==> src/rtl/tap_gate_pkg.sv <==
package tap_gate_pkg;

    localparam int IR_W     = 6;
    localparam int N_STATES = 16;
    localparam int ST_W     = $clog2(N_STATES);

    // Encoding value equals the bit index in the one-hot state vector
    typedef enum logic [ST_W-1:0] {
        ST_RESET  = 4'd0,
        ST_IDLE   = 4'd1,
        ST_SEL_DR = 4'd2,
        ST_CAP_DR = 4'd3,
        ST_SH_DR  = 4'd4,
        ST_EX1_DR = 4'd5,
        ST_PAU_DR = 4'd6,
        ST_EX2_DR = 4'd7,
        ST_UPD_DR = 4'd8,
        ST_SEL_IR = 4'd9,
        ST_CAP_IR = 4'd10,
        ST_SH_IR  = 4'd11,
        ST_EX1_IR = 4'd12,
        ST_PAU_IR = 4'd13,
        ST_EX2_IR = 4'd14,
        ST_UPD_IR = 4'd15
    } tap_state_e;

    typedef enum logic [1:0] {
        PATH_BYPASS   = 2'd0,
        PATH_IDENT    = 2'd1,
        PATH_BOUNDARY = 2'd2
    } dr_path_e;

    localparam logic [IR_W-1:0] OP_EXTEST  = 6'b011000;
    localparam logic [IR_W-1:0] OP_SAMPLE  = 6'b011011;
    localparam logic [IR_W-1:0] OP_BYPASS  = 6'b111111;
    localparam logic [IR_W-1:0] OP_HIGHZ   = 6'b011110;
    localparam logic [IR_W-1:0] OP_IDCODE  = 6'b000100;
    localparam logic [IR_W-1:0] IR_CAPTURE = {{(IR_W-2){1'b0}}, 2'b01};

endpackage

==> src/rtl/tap_fsm.sv <==
module tap_fsm
    import tap_gate_pkg::*;
(
    input  logic                tck,
    input  logic                trst_n,
    input  logic                sw_rst_req,
    input  logic                tms,
    output tap_state_e          state,
    output logic [N_STATES-1:0] state_vec
);

    tap_state_e state_q;
    tap_state_e state_d;

    // State register
    always_ff @(posedge tck or negedge trst_n) begin
        if (!trst_n) begin
            state_q <= ST_RESET;
        end else begin
            state_q <= state_d;
        end
    end

    // Next-state logic
    always_comb begin
        state_d = state_q;
        if (sw_rst_req) begin
            state_d = ST_RESET;
        end else begin
            unique case (state_q)
                ST_RESET:  state_d = tms ? ST_RESET  : ST_IDLE;
                ST_IDLE:   state_d = tms ? ST_SEL_DR : ST_IDLE;
                ST_SEL_DR: state_d = tms ? ST_SEL_IR : ST_CAP_DR;
                ST_CAP_DR: state_d = tms ? ST_EX1_DR : ST_SH_DR;
                ST_SH_DR:  state_d = tms ? ST_EX1_DR : ST_SH_DR;
                ST_EX1_DR: state_d = tms ? ST_UPD_DR : ST_PAU_DR;
                ST_PAU_DR: state_d = tms ? ST_EX2_DR : ST_PAU_DR;
                ST_EX2_DR: state_d = tms ? ST_UPD_DR : ST_SH_DR;
                ST_UPD_DR: state_d = tms ? ST_SEL_DR : ST_IDLE;
                ST_SEL_IR: state_d = tms ? ST_RESET  : ST_CAP_IR;
                ST_CAP_IR: state_d = tms ? ST_EX1_IR : ST_SH_IR;
                ST_SH_IR:  state_d = tms ? ST_EX1_IR : ST_SH_IR;
                ST_EX1_IR: state_d = tms ? ST_UPD_IR : ST_PAU_IR;
                ST_PAU_IR: state_d = tms ? ST_EX2_IR : ST_PAU_IR;
                ST_EX2_IR: state_d = tms ? ST_UPD_IR : ST_SH_IR;
                ST_UPD_IR: state_d = tms ? ST_SEL_DR : ST_IDLE;
                default:   state_d = ST_RESET;
            endcase
        end
    end

    assign state = state_q;

    // One-hot view of the state
    for (genvar gi = 0; gi < N_STATES; gi++) begin : g_vec
        assign state_vec[gi] = (state_q == tap_state_e'(gi));
    end

endmodule

==> src/rtl/tap_ir.sv <==
module tap_ir
    import tap_gate_pkg::*;
(
    input  logic            tck,
    input  logic            trst_n,
    input  tap_state_e      state,
    input  logic            tdi,
    output logic [IR_W-1:0] ir_active,
    output logic            ir_so
);

    logic [IR_W-1:0] ir_sh;
    logic [IR_W-1:0] ir_q;

    // Capture and shift on the rising edge
    always_ff @(posedge tck or negedge trst_n) begin
        if (!trst_n) begin
            ir_sh <= IR_CAPTURE;
        end else begin
            unique case (state)
                ST_CAP_IR: ir_sh <= IR_CAPTURE;
                ST_SH_IR:  ir_sh <= {tdi, ir_sh[IR_W-1:1]};
                default:   ir_sh <= ir_sh;
            endcase
        end
    end

    // Update on the falling edge
    always_ff @(negedge tck or negedge trst_n) begin
        if (!trst_n) begin
            ir_q <= OP_IDCODE;
        end else begin
            unique case (state)
                ST_RESET:  ir_q <= OP_IDCODE;
                ST_UPD_IR: ir_q <= ir_sh;
                default:   ir_q <= ir_q;
            endcase
        end
    end

    assign ir_active = ir_q;
    assign ir_so     = ir_sh[0];

endmodule

==> src/rtl/tap_decode.sv <==
module tap_decode
    import tap_gate_pkg::*;
(
    input  logic [IR_W-1:0] ir_active,
    output dr_path_e        path,
    output logic            pin_gate,
    output logic            pins_off
);

    always_comb begin
        path     = PATH_BYPASS;
        pin_gate = 1'b0;
        pins_off = 1'b0;
        case (ir_active)
            OP_EXTEST: begin
                path     = PATH_BOUNDARY;
                pin_gate = 1'b1;
            end
            OP_SAMPLE: begin
                path = PATH_BOUNDARY;
            end
            OP_HIGHZ: begin
                pins_off = 1'b1;
            end
            OP_IDCODE: begin
                path = PATH_IDENT;
            end
            default: begin
                path = PATH_BYPASS;
            end
        endcase
    end

endmodule

==> src/rtl/tap_dr.sv <==
module tap_dr
    import tap_gate_pkg::*;
#(
    parameter int               ID_W     = 32,
    parameter logic [ID_W-1:0]  ID_VALUE = 32'h1B2C_E02F
) (
    input  logic       tck,
    input  logic       trst_n,
    input  tap_state_e state,
    input  dr_path_e   path,
    input  logic       tdi,
    input  logic       bs_ret,
    output logic       dr_so
);

    logic            byp_q;
    logic [ID_W-1:0] id_sh;

    always_ff @(posedge tck or negedge trst_n) begin
        if (!trst_n) begin
            byp_q <= 1'b0;
            id_sh <= ID_VALUE;
        end else begin
            unique case (state)
                ST_CAP_DR: begin
                    byp_q <= 1'b0;
                    id_sh <= ID_VALUE;
                end
                ST_SH_DR: begin
                    byp_q <= tdi;
                    if (path == PATH_IDENT) begin
                        id_sh <= {tdi, id_sh[ID_W-1:1]};
                    end
                end
                default: begin
                    byp_q <= byp_q;
                    id_sh <= id_sh;
                end
            endcase
        end
    end

    always_comb begin
        unique case (path)
            PATH_IDENT:    dr_so = id_sh[0];
            PATH_BOUNDARY: dr_so = bs_ret;
            default:       dr_so = byp_q;
        endcase
    end

endmodule

==> src/rtl/jtag_tap_gate.sv <==
module jtag_tap_gate
    import tap_gate_pkg::*;
#(
    parameter int              ID_W     = 32,
    parameter logic [ID_W-1:0] ID_VALUE = 32'h1B2C_E02F
) (
    input  logic        tck,
    input  logic        trst_n,
    input  logic        sw_rst_req,
    input  logic        tms,
    input  logic        tdi,
    input  logic        bs_ret,
    output logic        tdo,
    output logic        tdo_en,
    output logic [15:0] state_vec,
    output logic        pin_gate,
    output logic        pins_off,
    output logic        bs_sel
);

    tap_state_e      state;
    logic [IR_W-1:0] ir_active;
    logic            ir_so;
    logic            dr_so;
    dr_path_e        path;
    logic            tdo_q;
    logic            tdo_en_q;

    tap_fsm u_fsm (
        .tck        (tck),
        .trst_n     (trst_n),
        .sw_rst_req (sw_rst_req),
        .tms        (tms),
        .state      (state),
        .state_vec  (state_vec)
    );

    tap_ir u_ir (
        .tck       (tck),
        .trst_n    (trst_n),
        .state     (state),
        .tdi       (tdi),
        .ir_active (ir_active),
        .ir_so     (ir_so)
    );

    tap_decode u_dec (
        .ir_active (ir_active),
        .path      (path),
        .pin_gate  (pin_gate),
        .pins_off  (pins_off)
    );

    tap_dr #(
        .ID_W     (ID_W),
        .ID_VALUE (ID_VALUE)
    ) u_dr (
        .tck    (tck),
        .trst_n (trst_n),
        .state  (state),
        .path   (path),
        .tdi    (tdi),
        .bs_ret (bs_ret),
        .dr_so  (dr_so)
    );

    // Output stage on the falling edge
    always_ff @(negedge tck or negedge trst_n) begin
        if (!trst_n) begin
            tdo_q    <= 1'b0;
            tdo_en_q <= 1'b0;
        end else begin
            unique case (state)
                ST_SH_IR: begin
                    tdo_q    <= ir_so;
                    tdo_en_q <= 1'b1;
                end
                ST_SH_DR: begin
                    tdo_q    <= dr_so;
                    tdo_en_q <= 1'b1;
                end
                default: begin
                    tdo_q    <= 1'b0;
                    tdo_en_q <= 1'b0;
                end
            endcase
        end
    end

    assign tdo    = tdo_q;
    assign tdo_en = tdo_en_q;
    assign bs_sel = (path == PATH_BOUNDARY);

endmodule

==> config.mk <==
export PLATFORM = sky130hd
export DESIGN_NAME = jtag_tap_gate
export DESIGN_NICKNAME = d
export VERILOG_FILES = /design/src/rtl/tap_gate_pkg.sv /design/src/rtl/tap_fsm.sv /design/src/rtl/tap_ir.sv /design/src/rtl/tap_decode.sv /design/src/rtl/tap_dr.sv /design/src/rtl/jtag_tap_gate.sv
export SDC_FILE = /design/constraint.sdc
export NUM_CORES = 1
export LEC_CHECK = 0
export BUFFER_PORTS_ARGS = -buffer_cell sky130_fd_sc_hd__buf_2
export CAP_MARGIN = 20
export CORE_MARGIN = 2
export CORE_UTILIZATION = 57
export DETAILED_ROUTE_END_ITERATION = 10
export GPL_TIMING_DRIVEN = 0
export PLACE_DENSITY_LB_ADDON = 0.3
export SYNTH_ARGS = -nofsm -noshare
export SYNTH_HDL_FRONTEND = slang
export SYNTH_SLANG_ARGS = --single-unit
==> constraint.sdc <==
create_clock -name tck -period 2.1 [get_ports tck]
set_input_delay 0.105 -clock tck [delete_from_list [all_inputs] [get_ports tck]]
set_output_delay 0.105 -clock tck [all_outputs]
set_load 0.05 [all_outputs]
# Word-level counts from Yosys, hierarchy flattened
# Cells that the tools add are included.
[classes]
n_addsub = 0
multipliers = 0
n_div = 0
n_lt_le_gt_ge = 0
n_eq_ne = 22
shift = 0
muxes = 25
bitwise = 0
reduce_logical = 10
[op_table]
columns = ["op", "n"]
rows = [
  ["case mux 32 bit (2 select lines)", 1],
  ["case mux 4 bit (12 select lines)", 1],
  ["equality test 4 bit (second input constant)", 8],
  ["2-to-1 mux 32 bit", 1],
  ["case mux 6 bit (2 select lines)", 2],
  ["2-to-1 mux 4 bit", 5],
  ["equality test 6 x 5 -> 1 bit (second input constant)", 3],
  ["equality test 4 x 3 -> 1 bit (second input constant)", 4],
  ["equality test 4 x 2 -> 1 bit (second input constant)", 2],
  ["OR reduction 2 bit", 4],
  ["equality test 6 x 3 -> 1 bit (second input constant)", 1],
  ["2-to-1 mux 1 bit", 6],
  ["2-to-1 mux 2 bit", 3],
  ["2-to-1 mux 3 bit", 2],
  ["case mux 1 bit (2 select lines)", 3],
  ["nonzero test 2 bit", 3],
  ["equality test 4 x 1 -> 1 bit (second input constant)", 1],
  ["zero test 4 bit", 1],
  ["case mux 2 bit (2 select lines)", 1],
  ["OR reduction 3 bit", 1],
  ["equality test 2 x 1 -> 1 bit (second input constant)", 1],
  ["equality test 2 bit (second input constant)", 1],
  ["inequality test 2 x 1 -> 1 bit (second input constant)", 1],
  ["AND reduction 2 bit", 1],
]
[totals]
reg_bits = 51
latchBits = 0
ram_bits = 0
mem_bits_ro = 0
input_bits = 6
out_inout_bits = 21
wordCells = 64
memories = 0

# Logic depth before layout (Yosys ltp)
# Gate-level depths: netlist of the first run.
[logic_depth]
depth_word = 6
depth_mapped = 8
mapped_depth_nobuf = 7

# Modules after synthesis
# A second synthesis of the first run with hierarchy kept.
[unflattened]
hier_cells = 227
area_unflattened_um2 = 2457.4
[by_module_without_submodules]
columns = ["mod", "n_inst", "cells_per_inst", "area_each_um2", "seq_area_each_um2"]
rows = [
  ["tap_dr", 1, 88, 1306.3, 844.6],
  ["tap_ir", 1, 60, 555.5, 302.8],
  ["tap_fsm", 1, 63, 439.2, 100.1],
  ["jtag_tap_gate", 1, 9, 98.8, 50.0],
  ["tap_decode", 1, 7, 57.6, 0.0],
]

==> results of run 1 <==
[repair_timing]
item	4_1_cts	5_1_grt
endpoints found under the hold margin	1	13
gates cloned	3	0
gates resized for setup	32	13
endpoints found under the setup margin	43	46
hold buffers	1	1
buffers inserted	27	3
pin swaps	19	7
[synthesized netlist by cell type (2+ instances only)]
cell and count:
nor2b_1 2, dfrtp_1 27, ha_1 2, buf_2 6
o21ai_0 10, buf_6 2, nor2_1 17, a22o_1 22
a21oi_1 4, dfrtn_1 7, nor3_1 6, dfstp_2 17
clkbuf_1 3, buf_4 3, nand3b_1 2, a22oi_1 2
nor4_1 3, nand2_1 21, xor2_1 2, a31oi_1 3
nand2b_1 7, inv_1 4, o22a_1 15, or3_1 2
nor3b_1 2
[area by class of cell]
type	count	area, µm²
buffer	14	114
clock buffer	6	72.6
clock inverter	3	42.5
fill	218	791
inverter	4	15.0
multi-input combinational	139	1070
sequential	51	1300
tap	50	62.6
timing repair buffer	61	503
[power breakdown]
part / total [µW] / internal, µW / switching [µW] / leakage, µW
clock network: 688 / 363 / 325 / 0.0000611
logic: 496 / 251 / 245 / 0.000721
registers: 1470 / 1320 / 156 / 0.000640
total: 2660 / 1930 / 726 / 0.00142
[cells by family (layout without fill, tap and decap cells)]
group,Yosys count,in the layout,synth area share
XOR/XNOR,2,2,0.00750
AND/OR/NAND/NOR,72,72,0.164
adder cells (fa/ha/maj),2,2,0.0107
flip-flops,51,51,0.555
AO/OA/AOI/OAI,63,63,0.217
buffers and inverters,19,88,0.0450
[metrics by stage]
| step | cells | total power [µW] |
|---|---|---|
| global placement | 285 | 1850 |
| finish | 328 | 2660 |
| floorplan | 209 | 1760 |
| global route | 328 | 2770 |
| CTS | 324 | 2600 |
| detailed placement | 285 | 1880 |
[per-layer routing]
layer | global-route usage | up-vias | part of all wire
li1 | - | 893 | -
met1 | 0.344 | 1012 | 0.40
met2 | 0.444 | 86 | 0.52
met3 | 0.0592 | 23 | 0.046
met4 | 0.0875 | 0 | 0.026
met5 | 0 | - | 0
[registers in the layout, summed over array words and instances (netlist names)]
signal / cells
tdo: 1
tdo_en: 1
u_dr.byp_q: 1
u_dr.id_sh: 32
u_fsm.state: 4
u_ir.ir_active: 6
u_ir.ir_sh: 6
[how the worst max path moves through the flow]
stage	startpoint	end	slack (ps)	cells past startpoint
4_1_cts	u_ir.ir_active[4]$_DFFE_NN0P_	u_dr.id_sh[12]$_DFFE_PN0P_	-770	8
2_1_floorplan	u_ir.ir_active[4]$_DFFE_NN0P_	u_dr.id_sh[11]$_DFFE_PN0P_	-660	8
3_5_place_dp	u_ir.ir_active[1]$_DFFE_NN0P_	u_dr.id_sh[12]$_DFFE_PN0P_	-870	8
5_1_grt	u_ir.ir_active[0]$_DFFE_NN0P_	u_dr.id_sh[29]$_DFFE_PN0P_	-870	9
6_report	u_ir.ir_active[2]$_DFFE_NN1P_	u_dr.id_sh[12]$_DFFE_PN0P_	-820	7
3_3_place_gp	u_ir.ir_active[3]$_DFFE_NN0P_	u_dr.id_sh[16]$_DFFE_PN0P_	-840	8
[worst min-delay path: stages]
cell     delay (ps)
buf_2           120
nand2_1          80
o21ai_0          70
[cells in the final DEF, fill, tap and decap left out, types with 4 or more instances in the layout]
cell      Yosys  final
buf_2         6     23
nand2b_1      7      5
dfrtn_1       7      7
clkbuf_8      0      5
o22a_1       15     15
a21oi_1       4      4
nand2_1      21     20
nor2_4        1      4
nor3_1        6      4
a22o_1       22     22
buf_6         2     15
dfrtp_1      27     26
dfstp_2      17     17
buf_4         3     25
nor2_1       17     14
o21ai_0      10      9
==> key figures, run 1 <==
Critical path
  – Maximum fanout along the worst path: 10
  – Setup slack, reg-to-reg: -820 ps
  – R2r endpoint: u_dr.id_sh[12]$_DFFE_PN0P_
  – Worst path slowest cell: dfstp_2
  – Crit-path leading delay family: flip-flops
  – Crit path cell chain: nand3b_1 -> inv_2 -> ha_4 -> nand3_4 -> a21o_4 -> buf_6 -> a22o_1
  – CP Launch Type: flip-flop
  – Crit path DAT: 3110 ps
  – Worst r2r path cells: 7
  – Crit path largest cell delay: 600 ps
  – Crit Path Class: reg -> reg
  – Worst r2r src: u_ir.ir_active[2]$_DFFE_NN1P_
  – Bufs and invs on worst path: 2
  – CP Capture Type: flip-flop
  – WP data required: 2290 ps

Timing
  – Final hold slack: 111 ps
  – Fin. Hold Viols: 0
  – Worst slew pin tran: 599 ps
  – Max_slew headroom: 0.601
  – Fin. max-slew vios: 0
  – Unrepaired setup endpoints after global routing: true
  – Final setup violation count: 43
  – Final Worst Setup Slack: -816 ps
  – Fin Setup TNS: -26,950 ps
  – Clk_skew: 62.5 ps

Synthesis
  – Synthesized area: 2340 µm²
  – Post-synth top area cell: dfrtp_1
  – Largest cells by area after synthesis: dfrtp_1 29%, dfstp_2 19%, a22o_1 8.2%
  – Distinct cells, synth: 43
  – Seq cells post-synth: 51
  – Post-synthesis cell count: 209
  – Top cell type's share of synthesized area: 0.289
  – Count of flip-flops with a built-in enable after synthesis: 0
  – Syn nets: 217
  – Synth async-reset ratio: 1.00
  – Syn. warnings: 0
  – Register area share after synthesis: 0.555
  – Main synth FF type: dfrtp_1
  – Syn Area/Cell: 11.2 µm²

Floorplan
  – Effective utilization at floorplan: 0.589
  – # rows: 23
  – Die Width: 68.0 µm
  – Die area: 4630 µm²
  – Core outline area: 3970 µm²
  – Top-level I/O count: 27
  – Die height: 68.0 µm

Placed design
  – Hpwl dp: 3.12 mm
  – Port Buffers: 26
  – Place WS: -868 ps
  – Placed inst area: 2610 µm²
  – Gpl congestion: 0.823

Cells and area
  – # diodes: 0
  – Layout cells sized above 1: 0.450
  – Final instance area: 3180 µm²
  – Area grow syn2layout: 36.1%
  – Layout net count: 285
  – Post-layout util: 0.801

Power
  – Worst vdd ir: 551 µV
  – P per Cell Area: 836 nW/µm²
  – Leak pwr: 0.00142 µW

Global routing
  – GRT overflow: 0
  – Vias in the first global route: 1,820
  – First-pass GRT wire length: 9.03 mm
  – Initial antenna violation count: 0
  – Total GRT Usage: 0.266
  – Largest net degree at the start of global routing: 52

Drt
  – Drt initial violations: 252
  – Total wire length: 6.25 mm
  – Via count: 2,014
  – Via density: 6.14
  – Antenna-violating nets left: 0
  – DRC violations left: 0
  – Router iterations before antenna repair: 5
  – Wire per inst: 19.1 µm

Status
  – Status: finished with violations
  – Violated checks: negative setup slack

CTS
  – Clk slew on worst S/H paths: 90 ps
  – H-tree lvl count: 2
  – TritonCTS clock tree: done
  – Clock Path Buffers: 2
  – Sink Count: 51
  – Clock root buffer: clkbuf_8
  – Cts bufs inserted: 5
  – Worst-Skew Late Latency: 350 ps

Worst hold path
  – Hold path endpoint: u_ir.ir_sh[5]$_DFFE_PN0P_
  – WHS Path Cells: 3
  – Hold path start: tdi
  – Hold WC Path Type: in -> reg

Run
  – Max-cap violations: 0
No activity file was read; power rests on OpenSTA's default activity.
==> run 2: changes to the inputs <==
--- a/config.mk
+++ b/config.mk
@@ -7,11 +7,13 @@
 export LEC_CHECK = 0
 export BUFFER_PORTS_ARGS = -buffer_cell sky130_fd_sc_hd__buf_2
 export CAP_MARGIN = 20
+export CORE_ASPECT_RATIO = 1.2
 export CORE_MARGIN = 2
 export CORE_UTILIZATION = 57
 export DETAILED_ROUTE_END_ITERATION = 10
 export GPL_TIMING_DRIVEN = 0
 export PLACE_DENSITY_LB_ADDON = 0.3
+export SLEW_MARGIN = 25
 export SYNTH_ARGS = -nofsm -noshare
 export SYNTH_HDL_FRONTEND = slang
 export SYNTH_SLANG_ARGS = --single-unit
==> key figures, run 2 (synthesis gave the netlist of run 1 again) <==
Status
  – Status: finished with violations
  – Violated checks: negative setup slack

Critical path
  – Maximum fanout along the worst path: 3 (-7)
  – Worst path slowest cell: dfrtn_1
  – Crit-path leading delay family: simple AND/OR/NAND/NOR gates
  – Crit-path most repeated cell: buf_4
  – WP data required: 2000 ps (-290 ps)
  – Crit path largest cell delay: 380 ps (-220 ps)
  – CP Capture Type: output port
  – Crit path depth: 6 (-1)
  – Crit path cell chain: nor4_2 -> nand3b_1 -> buf_4 -> buf_4 -> ha_2 -> buf_6
  – Bufs and invs on worst path: 3 (+1)
  – Crit Path Class: reg -> out
  – Crit path DAT: 2790 ps (-320 ps)
  – CP Launch Type: flip-flop
  – Worst r2r path cells: 8 (+1)

Drt
  – Metal2 WL: 2.97 mm (-9.5%)
  – Max layer used: met4
  – Wire per inst: 16.8 µm (-12%)
  – Via count: 1,949 (-3.2%)
  – Antenna-violating nets left: 0 (unchanged)
  – Total wire length: 5.70 mm (-8.8%)
  – Met1 wire length: 2.31 mm (-8.4%)
  – Met3 Wirelength: 289 µm (unchanged)
  – DRC violations left: 0 (unchanged)
  – Router iterations before antenna repair: 4 (-1)
  – Drt initial violations: 121 (-52%)
  – Via density: 5.75 (-6.4%)

Cells and area
  – Layout net count: 292 (+2.5%)
  – Non-filler cells, final: 339 (+3.4%)
  – Layout cells sized above 1: 0.460 (+0.0100)
  – Most frequent cells in the layout: 33 x buf_4, 27 x dfrtp_1, 24 x buf_2
  – Max FFs per register: 32 (unchanged)
  – # diodes: 0 (unchanged)
  – Commonest non-fill, non-tap cell in the layout: buf_4
  – FILL cells: 247 (+13%)
  – Area grow syn2layout: 35.7%
  – Most flops, register: u_dr.id_sh

Timing
  – Clk_skew: 55.7 ps (-6.72 ps)
  – Unrepaired setup endpoints after global routing: true
  – Final setup violation count: 43 (unchanged)
  – Fin. max-slew vios: 0 (unchanged)
  – Max_slew headroom: 0.581 (-0.0200)
  – Fin. Hold Viols: 0 (unchanged)
  – Final Worst Setup Slack: -798 ps (+18.2 ps)
  – Worst slew pin tran: 629 ps (+30.1 ps)

Global routing
  – Vias in the first global route: 1,992 (+9.5%)
  – Largest net degree at the start of global routing: 52 (unchanged)
  – Total GRT Usage: 0.265 (-0.00156)
  – First-pass GRT wire length: 9.37 mm (+3.7%)
  – GRT overflow: 0 (unchanged)
  – Initial antenna violation count: 0 (unchanged)

Floorplan
  – Die height: 74.1 µm (+9.0%)
  – Die Width: 62.5 µm (-8.2%)
  – Top-level I/O count: 27 (unchanged)
  – Effective utilization at floorplan: 0.593 (+0.00448)
  – Core outline area: 3940 µm² (-0.76%)
  – Die area: 4630 µm² (about the same)
  – # rows: 25 (+8.7%)

Worst hold path
  – Hold WC Path Type: in -> reg
  – WHS Path Cells: 3 (unchanged)

CTS
  – Worst-Skew Late Latency: 360 ps (about the same)
  – Cts bufs inserted: 5 (unchanged)
  – Sink Count: 51 (unchanged)
  – TritonCTS clock tree: done
  – Clock Path Buffers: 2 (unchanged)
  – Clock root buffer: clkbuf_8
  – H-tree lvl count: 2 (unchanged)
  – Clk slew on worst S/H paths: 90 ps (about the same)

Placed design
  – Hpwl dp: 3.09 mm (-0.98%)
  – Port Buffers: 26 (unchanged)
  – Place WS: -851 ps (+16.8 ps)
  – DP Cell Count: 289 (+1.4%)
  – Gpl congestion: 0.784 (-4.8%)

Power
  – NetSw: 691 µW (-4.8%)
  – Clock Power Share: 0.232 (-0.027)
  – Logic pwr share: 0.187 (about the same)
  – Power, Total: 2520 µW (-5.1%)
  – Worst vdd ir: 454 µV (-18%)
  – Sequential Power Share: 0.581 (+0.026)
  – P per Cell Area: 795 nW/µm² (-4.8%)
  – Leak pwr: 0.00145 µW (+1.9%)
  – Pint: 1830 µW (-5.3%)
  – Net Sw Frac: 0.274 (+0.00113)

Run
  – Max-cap violations: 0 (unchanged)
==> run 2: worst paths after layout <==
kind | from | endpoint | slack, ps
min reg2reg | u_ir.ir_sh[0]$_DFFE_PN1P_ | u_ir.ir_sh[0]$_DFFE_PN1P_ | 510
max | u_ir.ir_active[4]$_DFFE_NN0P_ | bs_sel | -800
min in group asynchronous | trst_n | u_dr.id_sh[6]$_DFFE_PN0P_ | 350
min | tdi | u_ir.ir_sh[5]$_DFFE_PN0P_ | 70
max reg2reg | u_ir.ir_active[4]$_DFFE_NN0P_ | u_dr.id_sh[12]$_DFFE_PN0P_ | -800
max in group asynchronous | trst_n | u_ir.ir_active[2]$_DFFE_NN1P_ | 330
==> run 2: per-layer routing <==
layer / GRT usage / vias to the layer above
met5: 0 / -
met4: 0.128 / 0
met3: 0.0590 / 13
met2: 0.468 / 57
met1: 0.311 / 968
li1: - / 911
==> run 2: through the flow <==
| step | cell area [µm²] | hold slack (ps) | utilization | TNS, ps |
|---|---|---|---|---|
| global route | 3170 | 105 | 0.804 | -31730 |
| global placement | 2610 | 325 | 0.663 | -25530 |
| finish | 3170 | 68.4 | 0.804 | -28020 |
| floorplan | 2410 | -191 | - | -23270 |
| detailed placement | 2620 | 159 | 0.663 | -26280 |
| CTS | 3080 | 60.5 | 0.781 | -26560 |
==> run 2: power groups by stage <==
stage | Sequential, µW | Combinational (µW) | Clock [µW]
after global placement | 1460 | 392 | 5.96
after detailed placement | 1470 | 410 | 5.96
final | 1460 | 470 | 586
after floorplan | 1430 | 326 | 5.96
after global routing | 1490 | 519 | 638
after CTS | 1450 | 453 | 594
==> run 2: area by class of cell <==
type                       instances  area [µm²]  share of cell area
sequential                        51        1300               0.409
inverter                           4        15.0             0.00474
multi-input combinational        139        1050               0.332
tap                               54        67.6              0.0213
buffer                            14         113              0.0355
clock inverter                     2        8.76             0.00276
clock buffer                       7        86.3              0.0272
timing repair buffer              68         529               0.167
==> run 2: what timing repair did <==
action	CTS	global route
hold endpoints to repair	28	0
pin swaps	14	10
gates resized for setup	31	7
gates cloned	3	1
setup endpoints to repair	45	43
hold buffers	2	0
setup buffers	27	11
==> run 2: worst min-delay path, stage by stage <==
cell,delay (ps)
buf_2,110
nand2_1,50
o21ai_0,60
